<file path="src/rtl/sram_lane_pkg.sv">
// Shared types and helpers for the SRAM byte-lane controller.
// Assumes: times are in whole nanoseconds and the clock period is nonzero.
package sram_lane_pkg;

    typedef enum logic [2:0] {
        PH_IDLE,
        PH_WSETUP,
        PH_WPULSE,
        PH_WHOLD,
        PH_RWAIT,
        PH_RTURN
    } phase_e;

    // Convert a time window to clock cycles, rounded up, never below one.
    function automatic int ns_to_cycles(input int t_ns, input int period_ns);
        int c;
        c = (t_ns + period_ns - 1) / period_ns;
        return (c < 1) ? 1 : c;
    endfunction

    function automatic int max_of(input int a, input int b);
        return (a > b) ? a : b;
    endfunction

endpackage

</file>
<file path="src/rtl/sram_phase_timer.sv">
// Down-counter that times one phase of a memory access.
// Loading value N-1 on phase entry makes the phase last exactly N cycles;
// expired is high in the last cycle of the phase and while idle.
module sram_phase_timer #(
    parameter int CW = 4
) (
    input  logic          clk,
    input  logic          rst_n,
    input  logic          load,
    input  logic [CW-1:0] load_val,
    output logic          expired
);

    logic [CW-1:0] cnt;

    // Load on phase entry, otherwise count down to zero and rest there.
    always_ff @(posedge clk) begin
        if (!rst_n)
            cnt <= '0;
        else if (load)
            cnt <= load_val;
        else if (cnt != '0)
            cnt <= cnt - 1'b1;
    end

    assign expired = (cnt == '0);

endmodule

</file>
<file path="src/rtl/sram_lane_io.sv">
// Per-lane select generation, write data path and read capture.
// Assumes: be is stable for the whole access; cap pulses once per read.
module sram_lane_io #(
    parameter int LANES  = 2,
    parameter int LANE_W = 8,
    localparam int DW    = LANES * LANE_W
) (
    input  logic             clk,
    input  logic             rst_n,
    input  logic             active,
    input  logic [LANES-1:0] be,
    input  logic             drive,
    input  logic             cap,
    input  logic [DW-1:0]    wdata,
    input  logic [DW-1:0]    dq_i,
    output logic [LANES-1:0] sel_n,
    output logic [DW-1:0]    dq_o,
    output logic             dq_oe,
    output logic [DW-1:0]    rdata
);

    for (genvar g = 0; g < LANES; g++) begin : g_lane
        logic [LANE_W-1:0] lane_q;

        assign sel_n[g] = ~(active & be[g]);

        // Capture this lane on the read strobe; a disabled lane reads zero.
        always_ff @(posedge clk) begin
            if (!rst_n)
                lane_q <= '0;
            else if (cap)
                lane_q <= be[g] ? dq_i[g*LANE_W +: LANE_W] : '0;
        end

        assign rdata[g*LANE_W +: LANE_W] = lane_q;
    end

    assign dq_o  = drive ? wdata : '0;
    assign dq_oe = drive;

endmodule

</file>
<file path="src/rtl/sram_lane_ctrl.sv">
// Synchronous controller for an asynchronous 16-bit SRAM with two byte lanes.
// Accepts one command in idle, sequences setup/pulse/hold for writes and
// wait/turnaround for reads, and pulses rsp_valid when done.
// Assumes: the external pad enables the data driver from mem_dq_oe.
module sram_lane_ctrl #(
    parameter int ADDR_W        = 15,
    parameter int LANE_W        = 8,
    parameter int CLK_PERIOD_NS = 20,
    parameter int T_ASETUP_NS   = 0,
    parameter int T_WPULSE_NS   = 7,
    parameter int T_WHOLD_NS    = 1,
    parameter int T_RWAIT_NS    = 10,
    parameter int T_TURN_NS     = 5,
    localparam int LANES        = 2,
    localparam int DATA_W       = LANES * LANE_W
) (
    input  logic              clk,
    input  logic              rst_n,
    input  logic              req_valid,
    input  logic              req_write,
    input  logic [ADDR_W-1:0] req_addr,
    input  logic [DATA_W-1:0] req_wdata,
    input  logic [LANES-1:0]  req_be,
    output logic              req_ready,
    output logic              rsp_valid,
    output logic [DATA_W-1:0] rsp_rdata,
    output logic [ADDR_W-1:0] mem_addr,
    output logic              mem_ce_n,
    output logic              mem_oe_n,
    output logic              mem_we_n,
    output logic              mem_lb_n,
    output logic              mem_ub_n,
    output logic [DATA_W-1:0] mem_dq_o,
    output logic              mem_dq_oe,
    input  logic [DATA_W-1:0] mem_dq_i
);
    import sram_lane_pkg::*;

    localparam int N_AS  = ns_to_cycles(T_ASETUP_NS, CLK_PERIOD_NS);
    localparam int N_WP  = ns_to_cycles(T_WPULSE_NS, CLK_PERIOD_NS);
    localparam int N_WH  = ns_to_cycles(T_WHOLD_NS,  CLK_PERIOD_NS);
    localparam int N_RW  = ns_to_cycles(T_RWAIT_NS,  CLK_PERIOD_NS);
    localparam int N_TA  = ns_to_cycles(T_TURN_NS,   CLK_PERIOD_NS);
    localparam int N_MAX = max_of(max_of(max_of(N_AS, N_WP), max_of(N_WH, N_RW)), N_TA);
    localparam int CW    = $clog2(N_MAX) + 1;

    phase_e            ph, ph_nxt;
    logic              tmr_load, tmr_done;
    logic [CW-1:0]     tmr_val;
    logic              wr_q;
    logic [ADDR_W-1:0] addr_q;
    logic [DATA_W-1:0] wdata_q;
    logic [LANES-1:0]  be_q;
    logic              rsp_q;
    logic              active, drive, cap;
    logic [LANES-1:0]  sel_n;

    sram_phase_timer #(.CW(CW)) u_tmr (
        .clk(clk), .rst_n(rst_n), .load(tmr_load),
        .load_val(tmr_val), .expired(tmr_done)
    );

    // Next-phase selection and timer reload on every phase entry.
    always_comb begin
        ph_nxt   = ph;
        tmr_load = 1'b0;
        tmr_val  = '0;
        unique case (ph)
            PH_IDLE: if (req_valid) begin
                ph_nxt   = req_write ? PH_WSETUP : PH_RWAIT;
                tmr_load = 1'b1;
                tmr_val  = req_write ? CW'(N_AS - 1) : CW'(N_RW - 1);
            end
            PH_WSETUP: if (tmr_done) begin
                ph_nxt = PH_WPULSE; tmr_load = 1'b1; tmr_val = CW'(N_WP - 1);
            end
            PH_WPULSE: if (tmr_done) begin
                ph_nxt = PH_WHOLD; tmr_load = 1'b1; tmr_val = CW'(N_WH - 1);
            end
            PH_WHOLD: if (tmr_done) ph_nxt = PH_IDLE;
            PH_RWAIT: if (tmr_done) begin
                ph_nxt = PH_RTURN; tmr_load = 1'b1; tmr_val = CW'(N_TA - 1);
            end
            PH_RTURN: if (tmr_done) ph_nxt = PH_IDLE;
            default: ph_nxt = PH_IDLE;
        endcase
    end

    // Phase register.
    always_ff @(posedge clk) begin
        if (!rst_n) ph <= PH_IDLE;
        else        ph <= ph_nxt;
    end

    // Latch the command when it is accepted in idle.
    always_ff @(posedge clk) begin
        if (!rst_n) begin
            wr_q <= 1'b0; addr_q <= '0; wdata_q <= '0; be_q <= '0;
        end else if (ph == PH_IDLE && req_valid) begin
            wr_q <= req_write; addr_q <= req_addr; wdata_q <= req_wdata; be_q <= req_be;
        end
    end

    // Completion pulse one cycle after the last hold or read-wait cycle.
    always_ff @(posedge clk) begin
        if (!rst_n) rsp_q <= 1'b0;
        else        rsp_q <= tmr_done && (ph == PH_WHOLD || ph == PH_RWAIT);
    end

    assign active = (ph != PH_IDLE) && (ph != PH_RTURN);
    assign drive  = (ph == PH_WPULSE) && wr_q;
    assign cap    = (ph == PH_RWAIT) && tmr_done;

    sram_lane_io #(.LANES(LANES), .LANE_W(LANE_W)) u_io (
        .clk(clk), .rst_n(rst_n), .active(active), .be(be_q),
        .drive(drive), .cap(cap), .wdata(wdata_q), .dq_i(mem_dq_i),
        .sel_n(sel_n), .dq_o(mem_dq_o), .dq_oe(mem_dq_oe), .rdata(rsp_rdata)
    );

    assign req_ready = (ph == PH_IDLE);
    assign rsp_valid = rsp_q;
    assign mem_addr  = addr_q;
    assign mem_ce_n  = ~active;
    assign mem_we_n  = ~(ph == PH_WPULSE);
    assign mem_oe_n  = ~(ph == PH_RWAIT);
    assign mem_lb_n  = sel_n[0];
    assign mem_ub_n  = sel_n[1];

    // Checker counter: length of the current write-enable low run.
    logic [CW:0] we_run;
    always_ff @(posedge clk) begin
        if (!rst_n)        we_run <= '0;
        else if (!mem_we_n) we_run <= we_run + 1'b1;
        else               we_run <= '0;
    end


    wpulse_width_chk: assert property (@(posedge clk) disable iff (!rst_n)
        $rose(mem_we_n) |-> (we_run == (CW+1)'(N_WP)));

    we_inside_ce_chk: assert property (@(posedge clk) disable iff (!rst_n)
        !mem_we_n |-> (!mem_ce_n && mem_oe_n));

    no_contention_chk: assert property (@(posedge clk) disable iff (!rst_n)
        mem_dq_oe |-> (mem_oe_n && !mem_we_n));

    addr_stable_chk: assert property (@(posedge clk) disable iff (!rst_n)
        (!mem_ce_n && $past(!mem_ce_n)) |->
        ($stable(mem_addr) && $stable(mem_lb_n) && $stable(mem_ub_n)));

    rsp_pulse_chk: assert property (@(posedge clk) disable iff (!rst_n)
        rsp_valid |=> !rsp_valid);

    ready_quiet_chk: assert property (@(posedge clk) disable iff (!rst_n)
        req_ready |-> (mem_ce_n && mem_oe_n && mem_we_n && !mem_dq_oe));

endmodule

</file>
<file path="config.mk">
export PLATFORM = sky130hd
export DESIGN_NAME = sram_lane_ctrl
export DESIGN_NICKNAME = d
export VERILOG_FILES = /design/src/rtl/sram_lane_pkg.sv /design/src/rtl/sram_phase_timer.sv /design/src/rtl/sram_lane_io.sv /design/src/rtl/sram_lane_ctrl.sv
export SDC_FILE = /design/constraint.sdc
export NUM_CORES = 1
export LEC_CHECK = 0
export BUFFER_PORTS_ARGS = -buffer_cell sky130_fd_sc_hd__buf_4
export CORE_MARGIN = 2
export CORE_UTILIZATION = 40
export CTS_CLUSTER_SIZE = 8
export DETAILED_ROUTE_END_ITERATION = 8
export PLACE_DENSITY = 0.69
export SYNTH_ARGS = -nofsm -noshare
export SYNTH_HDL_FRONTEND = slang
export SYNTH_HIERARCHICAL = 1
export SYNTH_SLANG_ARGS = --single-unit
</file>
<file path="constraint.sdc">
create_clock -name clk -period 3.55 [get_ports clk]
set_input_delay 0.71 -clock clk [delete_from_list [all_inputs] [get_ports clk]]
set_output_delay 0.71 -clock clk [all_outputs]
set_load 0.01 [all_outputs]
</file>
==> flow_metrics.tcl <==
set metrics [dict create \
    slew_headroom_pct 35.9 \
    cp_num_buf_inv 1 \
    fin_skew_ps 7.06 \
    min_period_ps 3150 \
    cts.sinks 55 \
    cts_buffer_depth 2 \
    syn_area_per_cell_sq_um 8.31 \
    hold_start "wdata_q[1]" \
    cts_hold_buf 0 \
    initial_core_util_pct 40.7 \
    numCtsBuffers 5 \
    nets 426 \
    die_y_um 81.0 \
    detail-route-antenna-nets 0 \
    place_area_sq_um 3080 \
    synth_seq_area_share_pct 46.5 \
    wl_um 5540 \
    cts_tree "built" \
    wl_per_cell_um 12.3 \
    critPathMaxFanout 17 \
    syn_nets 338 \
    critPathSlowestCell "nor2_1" \
    synth_warnings 6 \
    design_area_sq_um 3200 \
    max_stage_delay_ps 630 \
    viasPerCell 4.96 \
    clk_pin_slew_ps 90 \
    dieArea_sq_um 6560 \
    dp.final_hpwl_um 3750 \
    hold_class "flop to flop" \
    maxCapViolations 0 \
    cts_setup_buffers 0 \
    holdWs_ps 459 \
    grt_first_pass_wirelength_um 8960 \
    drive_above_1_share_pct 31.8 \
    setup_violations 0 \
    tightest_slew_ps 961 \
    synth_seq_cells 55 \
    grt_usage_pct 17.2 \
    num_rows 28 \
    grt_max_degree 105 \
    irDropWorstVdd_v 0.000219 \
    rrSetupSlack_ps 1680 \
    syn_area_sq_um 2370 \
    hold_depth 2 \
    clock_latency_ps 310 \
    cts_root_buf "clkbuf_8" \
    antenna_found_initial 0 \
    crit_required_ps 2840 \
    drc_errors 0 \
    ys_types 31 \
    drv_slew 0 \
    power.total_uw 1610 \
    cp.arrival_ps 2440 \
    numPortBuffers 107 \
    status "complete, no violations" \
    rsz0062_at_grt "no" \
    synth_cells 285 \
    grt_overflow 0 \
    final_util_pct 54.9 \
    holdPathEnd "wdata_q[1]" \
    fmax_ghz 0.318 \
    critPathTopFamily "simple AND/OR/NAND/NOR gates" \
    cts_max_level 2 \
    grt_pass1_vias 2048 \
    hold_viol 0 \
    power.density_nw_per_um2 503 \
    setup_tns_ps 0 \
    fin_crit_sh_pct 88.7 \
    final_common_cell "buf_4" \
    cts_resized 0 \
    reg2regPathDepth 3 \
    area_growth_syn_to_layout_pct 34.8 \
    vias 2229 \
    crit_path_cell_trace "or3b_2 -> nor2_1 -> and2_1 -> buf_4" \
    p_leak_uw 0.00145 \
    n_antenna_cell 0 \
    die_w_um 81.0 \
    rr_endpoint "u_io/g_lane[1].lane_q[6]" \
    critPathKind "flop to primary output" \
    core_sq_um 5820 \
    drt_iter0_drc 88 \
    io_pins 108 \
    r2r_start "ph[2]" \
    cp-start-kind "flop" \
    cp-end-kind "primary output" \
    final_cell_mix "109 x buf_4, 56 x nand2_1, 55 x dfxtp_1" \
    drt-pass1-iter-count 4 \
    place.gp.congestion 0.784 \
]
[sequential cells by signal, summed over array words and instances, names as in the netlist]
name                cells
wr_q                    1
rsp_valid               1
wdata_q                16
be_q                    2
u_tmr/cnt               1
mem_addr               15
ph                      3
u_io/g_lane.lane_q     16
[routing by layer]
layer / vias up / global-route usage, % / part of all wire, %
li1: 1135 / - / -
met3: 6 / 5.44 / 8.5
met4: 0 / 4.58 / 0.87
met2: 82 / 28.8 / 45
met1: 1006 / 21.3 / 46
met5: - / 0 / 0
[layout make-up]
cell class / instances / area (sq um)
Fill cell: 588 / 2620
Clock buffer: 5 / 68.8
Inverter: 4 / 15.0
Clock inverter: 3 / 43.8
Tap cell: 75 / 93.8
Sequential cell: 55 / 1100
Multi-Input combinational cell: 198 / 1050
Timing Repair Buffer: 109 / 818
[synthesized netlist by cell type, drive strengths merged]
library cell | instances | share of area [%]
nand2 | 56 | 8.9
dfxtp | 55 | 46
o21ai | 35 | 7.4
nand3 | 34 | 7.2
nand3b | 17 | 5.4
and2 | 16 | 4.2
nand4 | 16 | 4.2
buf | 14 | 5.3
clkbuf | 14 | 3.1
inv | 4 | 0.63
nor2 | 4 | 0.63
a211o | 2 | 0.74
a21oi | 2 | 0.42
and3 | 2 | 0.53
nor3 | 2 | 0.42
nor3b | 2 | 0.63
a211oi | 1 | 0.32
conb | 1 | 0.16
nand2b | 1 | 0.26
nor2b | 1 | 0.26
nor4b | 1 | 1.0
nor4bb | 1 | 0.42
o21bai | 1 | 0.32
or3b | 1 | 0.37
xnor2 | 1 | 0.37
xor2 | 1 | 0.37
[through the flow]
step,setup slack (ps),std cells
floorplan,1170,285
global placement,869,441
detailed placement,739,441
CTS,380,449
global route,170,449
finish,402,449
[cell families after synthesis]
family | Yosys count | share of synthesized area, %
flip-flops | 55 | 46.5
XOR/XNOR | 2 | 0.739
other | 1 | 0.158
AND/OR/NAND/NOR | 154 | 34.4
AO/OA/AOI/OAI | 41 | 9.19
buffers and inverters | 32 | 9.03
[report_power, final]
| group | internal [uW] | total [uW] | switching, uW |
|---|---|---|---|
| combinational | 200 | 417 | 217 |
| sequential | 699 | 777 | 77.9 |
| clock | 210 | 415 | 205 |
| total | 1110 | 1610 | 499 |
[how the worst max path moves through the flow]
stage | cells past startpoint | slack, ps | start | end
after floorplan | 5 | 1170 | ph[1] | mem_dq_o[10]
after global placement | 4 | 870 | ph[1] | mem_dq_o[12]
after detailed placement | 4 | 740 | ph[1] | mem_dq_o[15]
after CTS | 4 | 380 | ph[1] | mem_dq_o[15]
after global routing | 4 | 170 | ph[1] | mem_dq_o[15]
final | 4 | 400 | ph[1] | mem_dq_o[15]
[worst min-delay path, delay by kind of cell, from the launching register on]
kind | cells | cell delay, ps
flops | 1 | 320
compound gates | 1 | 60
simple gates | 1 | 40
Power figures use the tool's default switching activity.
